--- config.mk ---
export PLATFORM = sky130hd
export DESIGN_NAME = conv_flag_unit
export DESIGN_NICKNAME = d
export VERILOG_FILES = /design/src/rtl/cfu_pkg.sv /design/src/rtl/cfu_bus_decode.sv /design/src/rtl/cfu_slot.sv /design/src/rtl/cfu_irq.sv /design/src/rtl/conv_flag_unit.sv
export SDC_FILE = /design/constraint.sdc
export NUM_CORES = 1
export LEC_CHECK = 0
export BUFFER_PORTS_ARGS = -buffer_cell sky130_fd_sc_hd__buf_2
export CORE_ASPECT_RATIO = 0.6
export CORE_MARGIN = 1.5
export CORE_UTILIZATION = 50
export CTS_BUF_LIST = sky130_fd_sc_hd__clkbuf_16
export CTS_CLUSTER_DIAMETER = 120
export DETAILED_ROUTE_END_ITERATION = 6
export PLACE_DENSITY = 0.65
export SETUP_SLACK_MARGIN = 0.5
export SYNTH_ARGS = -nofsm -noshare
export SYNTH_HDL_FRONTEND = slang
export SYNTH_SLANG_ARGS = --single-unit
--- constraint.sdc ---
create_clock -name clk -period 3.18 [get_ports clk]
set_clock_uncertainty 0.1 [all_clocks]
set_input_delay 0.636 -clock clk [delete_from_list [all_inputs] [get_ports clk]]
set_output_delay 0.636 -clock clk [all_outputs]
set_load 0.005 [all_outputs]
--- src/rtl/cfu_pkg.sv ---
// Package: shared constants and types for the conversion flag unit.
// Assumes result registers occupy the upper half of the address space.
package cfu_pkg;

    localparam int CTRL_FAST_BIT = 0;
    localparam int CTRL_IEN_BIT  = 1;

    localparam logic [2:0] ADDR_FLAGS = 3'd0;
    localparam logic [2:0] ADDR_CTRL  = 3'd1;
    localparam logic [2:0] ADDR_CMPEN = 3'd2;
    localparam logic [2:0] ADDR_OPGT  = 3'd3;
    localparam logic [2:0] ADDR_START = 3'd4;

    typedef struct packed {
        logic irq_en;
        logic fast_clr;
    } cfu_ctrl_t;

endpackage

--- src/rtl/cfu_bus_decode.sv ---
// Module: turns one bus access into per-register strobes.
// Assumes addresses with MSB=1 select result register addr[SLOT_W-1:0],
// and addresses with MSB=0 select control registers by their low bits.
module cfu_bus_decode #(
    parameter int NUM_SLOTS = 16,
    parameter int SLOT_W    = 4,
    parameter int ADDR_W    = 5
) (
    input  logic                 bus_sel,
    input  logic                 bus_wr,
    input  logic [ADDR_W-1:0]    bus_addr,
    output logic                 wr_flags,
    output logic                 wr_ctrl,
    output logic                 wr_cmpen,
    output logic                 wr_opgt,
    output logic                 wr_start,
    output logic [NUM_SLOTS-1:0] res_rd,
    output logic [NUM_SLOTS-1:0] res_wr
);
    import cfu_pkg::*;

    logic is_res;
    logic is_low;
    logic [ADDR_W-2:0] low_addr;

    // Split the address into bank select and offset.
    always_comb begin
        is_res   = bus_addr[ADDR_W-1];
        is_low   = !bus_addr[ADDR_W-1];
        low_addr = bus_addr[ADDR_W-2:0];
    end

    // Control register write strobes.
    always_comb begin
        wr_flags = bus_sel && bus_wr && is_low && (low_addr == (ADDR_W-1)'(ADDR_FLAGS));
        wr_ctrl  = bus_sel && bus_wr && is_low && (low_addr == (ADDR_W-1)'(ADDR_CTRL));
        wr_cmpen = bus_sel && bus_wr && is_low && (low_addr == (ADDR_W-1)'(ADDR_CMPEN));
        wr_opgt  = bus_sel && bus_wr && is_low && (low_addr == (ADDR_W-1)'(ADDR_OPGT));
        wr_start = bus_sel && bus_wr && is_low && (low_addr == (ADDR_W-1)'(ADDR_START));
    end

    genvar g;
    generate
        for (g = 0; g < NUM_SLOTS; g++) begin : g_res_dec
            // Per-slot result register read and write strobes.
            always_comb begin
                res_rd[g] = bus_sel && !bus_wr && is_res && (low_addr[SLOT_W-1:0] == SLOT_W'(g));
                res_wr[g] = bus_sel &&  bus_wr && is_res && (low_addr[SLOT_W-1:0] == SLOT_W'(g));
            end
        end
    endgenerate

endmodule

--- src/rtl/cfu_slot.sv ---
// Module: one sequence slot - its flag bit and result/threshold register.
// Assumes at most one done strobe per cycle and that hit already
// includes the slot index match.
module cfu_slot #(
    parameter int DATA_W = 10
) (
    input  logic              clk,
    input  logic              rst_n,
    input  logic              hit,
    input  logic [DATA_W-1:0] conv_value,
    input  logic              cmp_en,
    input  logic              op_gt,
    input  logic              fast_clr,
    input  logic              start_clr,
    input  logic              w1c,
    input  logic              res_rd,
    input  logic              res_wr,
    input  logic [DATA_W-1:0] wdata,
    output logic              flag,
    output logic [DATA_W-1:0] result
);
    logic cmp_true;
    logic set_req;
    logic clr_req;

    // Evaluate the compare against the stored threshold.
    always_comb begin
        cmp_true = op_gt ? (conv_value > result) : (conv_value <= result);
    end

    // Decide set and clear requests for this slot.
    always_comb begin
        set_req = hit && (!cmp_en || cmp_true);
        if (fast_clr) begin
            clr_req = cmp_en ? res_wr : res_rd;
        end else begin
            clr_req = w1c;
        end
    end

    // Flag register: start clear beats set, set beats the other clears.
    always_ff @(posedge clk) begin
        if (!rst_n) begin
            flag <= 1'b0;
        end else if (start_clr) begin
            flag <= 1'b0;
        end else if (set_req) begin
            flag <= 1'b1;
        end else if (clr_req) begin
            flag <= 1'b0;
        end
    end

    // Result register: conversion store in normal mode, else bus write.
    always_ff @(posedge clk) begin
        if (!rst_n) begin
            result <= '0;
        end else if (hit && !cmp_en) begin
            result <= conv_value;
        end else if (res_wr) begin
            result <= wdata;
        end
    end


    start_clears_chk: assert property (@(posedge clk) disable iff (!rst_n)
        start_clr |=> !flag);


    cmp_keeps_result_chk: assert property (@(posedge clk) disable iff (!rst_n)
        (hit && cmp_en && !res_wr) |=> $stable(result));


    normal_store_chk: assert property (@(posedge clk) disable iff (!rst_n)
        (hit && !cmp_en && !start_clr) |=> (flag && result == $past(conv_value)));


    set_beats_clear_chk: assert property (@(posedge clk) disable iff (!rst_n)
        (hit && !cmp_en && !start_clr && (w1c || res_rd)) |=> flag);


    w1c_clears_chk: assert property (@(posedge clk) disable iff (!rst_n)
        (w1c && !fast_clr && !hit && !start_clr) |=> !flag);

endmodule

--- src/rtl/cfu_irq.sv ---
// Module: compare interrupt request from compare-mode flags.
// Assumes flags and enables are registered state; output is combinational.
module cfu_irq #(
    parameter int NUM_SLOTS = 16
) (
    input  logic [NUM_SLOTS-1:0] flags,
    input  logic [NUM_SLOTS-1:0] cmp_en,
    input  logic                 irq_en,
    output logic                 cmp_irq
);
    // Request when any compare-mode flag is up and enabled.
    always_comb begin
        cmp_irq = irq_en && (|(flags & cmp_en));
    end
endmodule

--- src/rtl/conv_flag_unit.sv ---
// Module: conversion slot flag register with per-slot result/threshold
// registers, mode bits, register bus and compare interrupt.
// Assumes NUM_SLOTS is a power of two, DATA_W <= NUM_SLOTS (bus width),
// and one done strobe at most per cycle.
module conv_flag_unit #(
    parameter int NUM_SLOTS = 16,
    parameter int DATA_W    = 10,
    localparam int SLOT_W   = $clog2(NUM_SLOTS),
    localparam int ADDR_W   = SLOT_W + 1,
    localparam int BUS_W    = NUM_SLOTS
) (
    input  logic              clk,
    input  logic              rst_n,
    input  logic              conv_done,
    input  logic [SLOT_W-1:0] conv_slot,
    input  logic [DATA_W-1:0] conv_value,
    input  logic              bus_sel,
    input  logic              bus_wr,
    input  logic [ADDR_W-1:0] bus_addr,
    input  logic [BUS_W-1:0]  bus_wdata,
    output logic [BUS_W-1:0]  bus_rdata,
    output logic              cmp_irq
);
    import cfu_pkg::*;

    cfu_ctrl_t             ctrl_q;
    logic [NUM_SLOTS-1:0]  cmp_en_q;
    logic [NUM_SLOTS-1:0]  op_gt_q;
    logic [NUM_SLOTS-1:0]  flags;
    logic [DATA_W-1:0]     results [NUM_SLOTS];

    logic                  wr_flags;
    logic                  wr_ctrl;
    logic                  wr_cmpen;
    logic                  wr_opgt;
    logic                  wr_start;
    logic [NUM_SLOTS-1:0]  res_rd;
    logic [NUM_SLOTS-1:0]  res_wr;

    cfu_bus_decode #(
        .NUM_SLOTS(NUM_SLOTS),
        .SLOT_W   (SLOT_W),
        .ADDR_W   (ADDR_W)
    ) u_dec (
        .bus_sel (bus_sel),
        .bus_wr  (bus_wr),
        .bus_addr(bus_addr),
        .wr_flags(wr_flags),
        .wr_ctrl (wr_ctrl),
        .wr_cmpen(wr_cmpen),
        .wr_opgt (wr_opgt),
        .wr_start(wr_start),
        .res_rd  (res_rd),
        .res_wr  (res_wr)
    );

    // Mode and enable registers written from the bus.
    always_ff @(posedge clk) begin
        if (!rst_n) begin
            ctrl_q   <= '0;
            cmp_en_q <= '0;
            op_gt_q  <= '0;
        end else begin
            if (wr_ctrl) begin
                ctrl_q.fast_clr <= bus_wdata[CTRL_FAST_BIT];
                ctrl_q.irq_en   <= bus_wdata[CTRL_IEN_BIT];
            end
            if (wr_cmpen) cmp_en_q <= bus_wdata;
            if (wr_opgt)  op_gt_q  <= bus_wdata;
        end
    end

    genvar g;
    generate
        for (g = 0; g < NUM_SLOTS; g++) begin : g_slot
            logic hit_g;
            // Match the done strobe to this slot.
            always_comb hit_g = conv_done && (conv_slot == SLOT_W'(g));

            cfu_slot #(.DATA_W(DATA_W)) u_slot (
                .clk       (clk),
                .rst_n     (rst_n),
                .hit       (hit_g),
                .conv_value(conv_value),
                .cmp_en    (cmp_en_q[g]),
                .op_gt     (op_gt_q[g]),
                .fast_clr  (ctrl_q.fast_clr),
                .start_clr (wr_start),
                .w1c       (wr_flags && bus_wdata[g]),
                .res_rd    (res_rd[g]),
                .res_wr    (res_wr[g]),
                .wdata     (bus_wdata[DATA_W-1:0]),
                .flag      (flags[g]),
                .result    (results[g])
            );
        end
    endgenerate

    cfu_irq #(.NUM_SLOTS(NUM_SLOTS)) u_irq (
        .flags  (flags),
        .cmp_en (cmp_en_q),
        .irq_en (ctrl_q.irq_en),
        .cmp_irq(cmp_irq)
    );

    // Read data multiplexer, combinational from current state.
    always_comb begin
        bus_rdata = '0;
        if (bus_addr[ADDR_W-1]) begin
            bus_rdata[DATA_W-1:0] = results[bus_addr[SLOT_W-1:0]];
        end else begin
            case (bus_addr[ADDR_W-2:0])
                (ADDR_W-1)'(ADDR_FLAGS): bus_rdata = flags;
                (ADDR_W-1)'(ADDR_CTRL): begin
                    bus_rdata[CTRL_FAST_BIT] = ctrl_q.fast_clr;
                    bus_rdata[CTRL_IEN_BIT]  = ctrl_q.irq_en;
                end
                (ADDR_W-1)'(ADDR_CMPEN): bus_rdata = cmp_en_q;
                (ADDR_W-1)'(ADDR_OPGT):  bus_rdata = op_gt_q;
                default:                 bus_rdata = '0;
            endcase
        end
    end


    irq_gated_chk: assert property (@(posedge clk) disable iff (!rst_n)
        !ctrl_q.irq_en |-> !cmp_irq);


    irq_needs_cmp_flag_chk: assert property (@(posedge clk) disable iff (!rst_n)
        cmp_irq |-> ((flags & cmp_en_q) != '0));


    reset_clear_chk: assert property (@(posedge clk)
        $past(!rst_n) |-> (flags == '0 && cmp_en_q == '0 && op_gt_q == '0));

endmodule

# Word level (Yosys, flattened, before mapping)
# Index checks and enable logic that the tools add are counted.
word_totals:
  output_inout_bits: 17
  input_bits: 40
  wordCells: 398
  regBits: 210
op_classes:
  muxes: 119
  n_lt_le_gt_ge: 33
  bitwise_logic: 3
  eq_ne: 30
  n_reduce_logical: 177
ops:
  columns: ["op", "n"]
  rows:
  - ["$mux W10", 35]
  - ["$gt A10 B10 Y1", 16]
  - ["$le A10 B10 Y1", 16]
  - ["$logic_and A1 B1 Y1", 107]
  - ["$mux W1", 80]
  - ["$eq A4 B4 Y1 const B", 16]
  - ["$reduce_bool A2 Y1", 32]
  - ["$pmux W14 S3", 1]
  - ["$bmux W10 S4", 1]
  - ["$eq A4 B3 Y1 const B", 8]
  - ["$logic_not A1 Y1", 18]
  - ["$and A16 B16 Y16", 1]
  - ["$eq A4 B2 Y1 const B", 4]
  - ["$logic_or A1 B1 Y1", 16]
  - ["$reduce_or A16 Y1", 1]
  - ["$eq A4 B1 Y1 const B", 2]
  - ["$logic_not A4 Y1", 2]
  - ["$pmux W2 S4", 1]
  - ["$mux W6", 1]
  - ["$ge A5 B5 Y1 const B", 1]
  - ["$not A4 Y5", 1]
  - ["$reduce_or A2 Y1", 1]
  - ["$not A1 Y1", 1]

# Logic depth before layout (Yosys ltp)
# Gate-level depths: netlist of run 1.
logic_depth:
  depth_word: 8
  ltp_mapped: 9
  depth_no_buf: 7

# Hierarchy
# Synthesis of run 1 repeated with hierarchy kept, for this count alone.
unflattened:
  cells_unflattened: 1870
  hier_area_um2: 16366.9
modules_own_cells:
  columns: ["mod", "area_per_inst_um2", "cells_per_inst", "instances", "seq_area_each_um2"]
  rows:
  - ["cfu_slot", 797.0, 94, 16, 220.2]
  - ["conv_flag_unit", 3175.5, 294, 1, 680.7]
  - ["cfu_bus_decode", 344.1, 61, 1, 0.0]
  - ["cfu_irq", 95.1, 11, 1, 0.0]

# Worst setup path after synthesis of run 1
# No wires, ideal clock.
synth_timing:
  kind: "in2out"
  from: "in bus_addr[1]"
  to: "out bus_rdata[4]"
  setup_slack_ns: 0.224
  n_path_buf: 2
  t_required_ns: 2.444
  arrival_ns: 2.220
  path_stages: 6
  path_cell_list: "buf_4 -> buf_2 -> mux4_2 -> mux4_2 -> nand2_1 -> o21ai_0"
synth_via:
  elab_chain_len: 5
  elab_cells_between_ends: 9
  classes_between: "eq/ne (2); mux (5); bitwise (1); reduce/logical (1)"
synth_lines:
  columns: ["element", "line_no", "source"]
  rows:
  - ["from (decl)", "conv_flag_unit.sv:19", "input logic [ADDR_W-1:0] bus_addr,"]
  - ["$not A4 Y5 (not written as such)", "conv_flag_unit.sv:110", "bus_rdata[DATA_W-1:0] = results[bus_addr[SLOT_W-1:0]];"]
  - ["$bmux W10 S4", "conv_flag_unit.sv:110", null]
  - ["$mux W10 (not written as such) (2 in series)", "conv_flag_unit.sv:110", null]
  - ["$mux W10 *", "conv_flag_unit.sv:109", "if (bus_addr[ADDR_W-1]) begin"]
  - ["to (decl)", "conv_flag_unit.sv:21", "output logic [BUS_W-1:0] bus_rdata,"]
# Mark *: on every way between the ends. The rest lies on a longest branch, timed or not. The select of a mux whose other input is x is not followed.

# Worst setup path after layout of run 1
# Ends and elaborated chain as after synthesis.

==> out/results.ini, run 1 <==
[routing]
first_iter_violations=2298
firstDrtPassIters=7
postRouteWirelength_um=62200
wire_length_per_cell_after_detailed_routing_um=27.1
postRouteAntennaNets=0
drc=12
avgViaCountPerCell=6.62
dr_total_vias=15200

[floorplan]
die_h_um=141
coreArea_um2=31200
die_x_um=233
dieArea_um2=32700
std_cell_rows=50
floorplan.initialDensity=0.508
io_pins=57

[clock_tree]
clock_path_buffers=3
insertion_delay_ns=0.54
path_clk_slew_ns=0.07
cts_tree=done
cts_made_buffers=23
clock_tree.root_cell=clkbuf_16
htreeDepth=1
clock_sinks=210
hold_buffers=0

[worst_hold_path]
min-delay-start=bus_wdata[10]
hold_path.class=in -> reg

[timing]
fin_crit_sh=0.942
fin_crit_ns=3.00
report.final.setup_viol=0
timing.slew.headroom=0.446
setup_ws_ns=0.183
worst_pin_slew_ns=0.831
fmaxAchievable_mhz=334
timing_max_transition_violations_final=0
final_hold_viol_count=0
grt_setup_unrepaired=yes
setup_total_negative_slack_ns=0

[synthesis]
netlist_instances=1850
synth_area_leaders=dfxtp_1, ha_1, mux2i_1
share_of_the_synthesized_area_in_the_top_cell_type=0.266
synth_sequential_area_ratio=0.266
yosysTopAreaCell=dfxtp_1
count_of_flip_flops_with_a_built_in_enable_after_synthesis=0
postSynth.asyncResetShare=0
postSynthNetCount=2050
netlist-cell-type-count=51
synthesis.yosys.warnings=0
synth_area_um2=15800
synthesis.area_per_instance_um2=8.55
synth-seq-cells=210
postSynth.topFlopCell=dfxtp_1

[run_status]
failing_checks=DRC
outcome=finished, violations left

[critical_path]
timing.setup.critical_path_class=in -> out
worst_setup_path_start_kind=primary input
worst-endpoint-required_ns=2.44
critical_path.startpoint=bus_addr[1]
r2r_start=g_slot[8].u_slot.result[5]
timing.critical_path.to_type=output port
rrSetupSlack_ns=0.88
critPathArrivalTime_ns=2.26
worst-path-max-fanout=6

[cells_and_area]
layout_common_cells=nor2_1, dfxtp_1, inv_1
filler_cell_count=2838
post_route_cells_drive_above_1_share=0.137
fin_util=0.565
areaGrowthSynthToFinish_pct=11.3
finish.instance_area_um2=17600
finish.net_count=2061
layout_commonest_cell=nor2_1

[power_and_ir_drop]
leakage_nw=6.47
power.density_nw_per_um2=362
vdd.ir_drop.worst_mv=0.341

[global_routing]
grt_util_all_layers=0.376
overflow=0
first_global_vias=13800
grt_first_pass_wirelength_um=91200
number_of_antenna_violations_at_the_first_check_in_global_routing=3
grt_max_degree=66

[placement]
placement.setup.worst_slack_ns=0.0284
postPlaceCellArea_um2=16600
dp_hpwl_um=44800
routability_cong=1.03
io_buffer_count=56

[job]
max_cap_viol_count=0

## stage by stage
stage                     hold WS (ns)  power [W]  instances
after CTS                        0.256    0.00635       2292
after floorplan                  0.368    0.00343       1850
after global routing             0.274    0.00657       2293
final                            0.264    0.00638       2295
after global placement           0.391    0.00380       2236
after detailed placement         0.395    0.00384       2236
## path summary, 6_finish.rpt
kind,end,cells past startpoint
worst max register to register,g_slot[8].u_slot.flag,7
worst max-delay path,bus_rdata[4],9
worst min register to register,g_slot[12].u_slot.result[9],2
worst min-delay path,op_gt_q[10],3
## layout make-up
type	count	area (um^2)	area share
timing repair buffer	128	1130	0.0640
clock inverter	18	85.1	0.00483
antenna	2	5.00	0.000284
tap	416	520	0.0296
clock buffer	23	576	0.0327
inverter	163	617	0.0350
multi-input combinational	1335	10400	0.593
sequential	210	4230	0.240
## Yosys cell counts (15+ instances only)
cell,number
a2111o_1,16
a211oi_1,160
a21oi_1,48
a311oi_1,48
and4_1,16
and4b_1,16
buf_1,20
buf_2,33
clkbuf_1,80
dfxtp_1,210
ha_1,160
inv_1,162
mux2i_1,146
mux4_2,50
nand2_1,93
nand2b_1,25
nand3_1,41
nand4_1,34
nor2_1,254
nor2b_1,17
nor3_1,21
o21ai_0,84
o31ai_1,15
or3_1,16
xor2_1,16
## sequential cells by signal (all words and copies together) (netlist names)
register	count
g_slot.u_slot.result	160
cmp_en_q	16
g_slot.u_slot.flag	16
op_gt_q	16
ctrl_q	2
## power by group
| group | internal [W] | total, W | switching, W |
|---|---|---|---|
| clock network | 0.00132 | 0.00252 | 0.00120 |
| logic | 0.000405 | 0.00108 | 0.000672 |
| registers | 0.00269 | 0.00278 | 0.0000959 |
## cells by family (layout without fill, tap and decap cells)
kind of cell / after synthesis / after routing / share of synthesized area
AND/OR/NAND/NOR: 562 / 562 / 0.178
multiplexers: 196 / 196 / 0.164
XOR/XNOR: 16 / 16 / 0.00886
AO/OA/AOI/OAI: 401 / 401 / 0.179
other: 0 / 2 / 0
buffers and inverters: 305 / 332 / 0.0779
adder cells (fa/ha/maj): 160 / 160 / 0.127
flip-flops: 210 / 210 / 0.266
## timing repair
action / in CTS / in global routing
pin swaps: 4 / 4
cloned: 2 / 0
setup endpoints to repair: 16 / 17
resized for setup: 28 / 13
setup buffers: 13 / 1
## per-layer routing
| metal | vias up | GRT usage | share of wire | wire, um |
|---|---|---|---|---|
| li1 | 6833 | - | - | - |
| met1 | 7222 | 0.539 | 0.42 | 26300 |
| met2 | 998 | 0.506 | 0.39 | 23900 |
| met3 | 149 | 0.159 | 0.16 | 9760 |
| met4 | 2 | 0.111 | 0.034 | 2120 |
| met5 | - | 0 | 0.00024 | 15 |
## worst max-delay path, stage by stage
cell and delay (ns):
buf_12 0.11, buf_12 0.14, buf_8 0.12, buf_4 0.15, mux4_2 0.30, mux4_2 0.52, nand2_2 0.09, o21ai_2 0.06
buf_2 0.14
No activity file was read; power rests on OpenSTA's default activity.
==> run 2, diff against run 1 <==
--- a/config.mk
+++ b/config.mk
@@ -5,6 +5,7 @@
 export SDC_FILE = /design/constraint.sdc
 export NUM_CORES = 1
 export LEC_CHECK = 0
+export ABC_AREA = 1
 export BUFFER_PORTS_ARGS = -buffer_cell sky130_fd_sc_hd__buf_2
 export CORE_ASPECT_RATIO = 0.6
 export CORE_MARGIN = 1.5
==> out/results.ini, run 2 <==
[synthesis]
yosysMostFrequentCell=inv_1
count_of_flip_flops_with_a_built_in_enable_after_synthesis=0
postSynth.topFlopCell=dfxtp_1
netlist-cell-type-count=27
synthesis.area_per_instance_um2=6.64
share_of_the_synthesized_area_in_the_top_cell_type=0.267
synth-seq-cells=210
netlist_instances=2374
postSynth.asyncResetShare=0
synth_sequential_area_ratio=0.267
ys_top_cells_by_count=inv_1, nand2_1, dfxtp_1
synth_area_leaders=dfxtp_1, ha_1, inv_1
postSynthNetCount=2574
synthesis.yosys.warnings=0
synth_area_um2=15800
yosysTopAreaCell=dfxtp_1

[routing]
postRouteWirelength_um=69900
avgViaCountPerCell=6.26
dr_total_vias=17800
postRouteAntennaNets=0
wire_length_per_cell_after_detailed_routing_um=24.5
firstDrtPassIters=6
first_iter_violations=2439
drc=0

[worst_hold_path]
worstHoldPathCells=3
hold_path.class=in -> reg

[cells_and_area]
finish.net_count=2615
areaGrowthSynthToFinish_pct=18.0
layout_commonest_cell=inv_1
largest_register_ffs=160
reg_with_most_ffs=g_slot.u_slot.result
post_route_cells_drive_above_1_share=0.120
layout_common_cells=inv_1, nand2_1, dfxtp_1
filler_cell_count=2963

[global_routing]
grt_util_all_layers=0.421
first_global_vias=15900
number_of_antenna_violations_at_the_first_check_in_global_routing=2
grt_max_degree=83
overflow=0
grtUsageMet3=0.151
groute.layer.met1.usage=0.606
global_route.peak_usage_layer=met1
met2_usage=0.581
grt_first_pass_wirelength_um=103000

[critical_path]
path_depth=10
timing.critical_path.to_type=output port
worst_path_dominant_cell_family=buffers and inverters
crit_chain=buf_6 -> nor2_4 -> inv_6 -> buf_16 -> o22ai_4 -> o21ai_2 -> nand4_1 -> nand2_1 -> o21ai_2 -> buf_2
worst_setup_path_start_kind=primary input
timing.critical_path.buf_inv=4
timing.setup.critical_path_class=in -> out
critPathArrivalTime_ns=2.04
crit_top_cell=o21ai_2
worst-path-max-fanout=6
reg2regPathDepth=5
cpMaxStageDelayCell=nor2_4
cp_slowest_stage_delay_ns=0.25
worst-endpoint-required_ns=2.44

[timing]
report.final.setup_viol=0
timing.slew.headroom=0.213
setup_total_negative_slack_ns=0
timing_max_transition_violations_final=0
grt_setup_unrepaired=yes
final_hold_viol_count=0
fin_crit_sh=0.872
final.hold.worst_slack_ns=0.291
fmaxAchievable_mhz=361
worst_pin_slew_ns=1.18
fin_crit_ns=2.77

[power_and_ir_drop]
internal_power_w=0.00468
power_frac_comb=0.197
sequentialPowerShare=0.397
clock_power_share=0.406
power.density_nw_per_um2=367
power.share.switching=0.316
vdd.ir_drop.worst_mv=0.434
total_switching_power_w=0.00216
leakage_nw=8.51

[floorplan]
floorplan.initialDensity=0.507
coreArea_um2=31100
die_h_um=141
std_cell_rows=50
die_x_um=232
io_pins=57
dieArea_um2=32700

[clock_tree]
cts_tree=done
hold_buffers=0
insertion_delay_ns=0.55
htreeDepth=1
clock_sinks=210
path_clk_slew_ns=0.06
clock_path_buffers=3
clock_tree.root_cell=clkbuf_16
cts_made_buffers=23

[run_status]
outcome=finished, final reports clean

[placement]
io_buffer_count=56
dp_hpwl_um=48600
routability_cong=0.990

[job]
max_cap_viol_count=0

-- run 2: kinds of logic after synthesis --
kind of cell | count (synthesis) | synth area share
AND/OR/NAND/NOR | 736 | 0.201
adder cells (fa/ha/maj) | 160 | 0.127
buffers and inverters | 645 | 0.156
AO/OA/AOI/OAI | 623 | 0.250
flip-flops | 210 | 0.267
-- run 2: layout make-up --
cell class	count	area [um^2]	share of cell area
antenna	2	5.00	0.000269
clock buffer	23	576	0.0309
clock inverter	19	155	0.00833
inverter	501	1890	0.102
multi-input combinational	1519	9700	0.521
sequential	210	4200	0.226
tap	416	520	0.0280
timing repair buffer	160	1570	0.0843
-- run 2: metrics by stage --
step | std cells | setup slack (ns) | util | area, um^2 | power (W)
CTS | 2839 | 0.418 | 0.592 | 18400 | 0.00676
floorplan | 2374 | 0.835 | - | 15800 | 0.00343
global route | 2848 | 0.394 | 0.599 | 18600 | 0.00704
global placement | 2770 | 0.160 | 0.538 | 16700 | 0.00388
detailed placement | 2770 | 0.122 | 0.538 | 16700 | 0.00391
finish | 2850 | 0.408 | 0.599 | 18600 | 0.00683
-- run 2: repair_timing --
item | in CTS | in global routing
pin swaps | 18 | 7
setup endpoints to repair | 17 | 15
setup buffers | 18 | 8
gates resized for setup | 159 | 30
gates cloned | 9 | 1
hold endpoints to repair | 0 | 0
-- run 2: per-layer routing --
| metal | vias up | part of all wire |
|---|---|---|
| met5 | - | 0 |
| met4 | 0 | 0.036 |
| met3 | 191 | 0.15 |
| met2 | 1191 | 0.39 |
| met1 | 8281 | 0.43 |
| li1 | 8172 | - |
-- run 2: power groups by stage --
stage | Sequential (W) | Combinational (W) | Clock, W
finish | 0.00272 | 0.00135 | 0.00277
global route | 0.00272 | 0.00145 | 0.00287
floorplan | 0.00276 | 0.000668 | 0
CTS | 0.00271 | 0.00127 | 0.00277
detailed placement | 0.00277 | 0.00114 | 0
global placement | 0.00277 | 0.00111 | 0
-- run 2: worst register-to-register path: stages (launching register included) --
cell	delay (ns)
dfxtp_1	0.66
inv_1	0.66
a211oi_1	0.41
o21ai_0	0.13
nand3_1	0.08
a21oi_1	0.07
-- run 2: path summary, 6_finish.rpt --
kind	slack, ns	from	end
min	0.29	bus_wdata[12]	cmp_en_q[12]
max reg2reg	0.95	ctrl_q[0]	g_slot[9].u_slot.flag
min reg2reg	0.40	op_gt_q[14]	op_gt_q[14]
max	0.41	bus_addr[1]	bus_rdata[4]
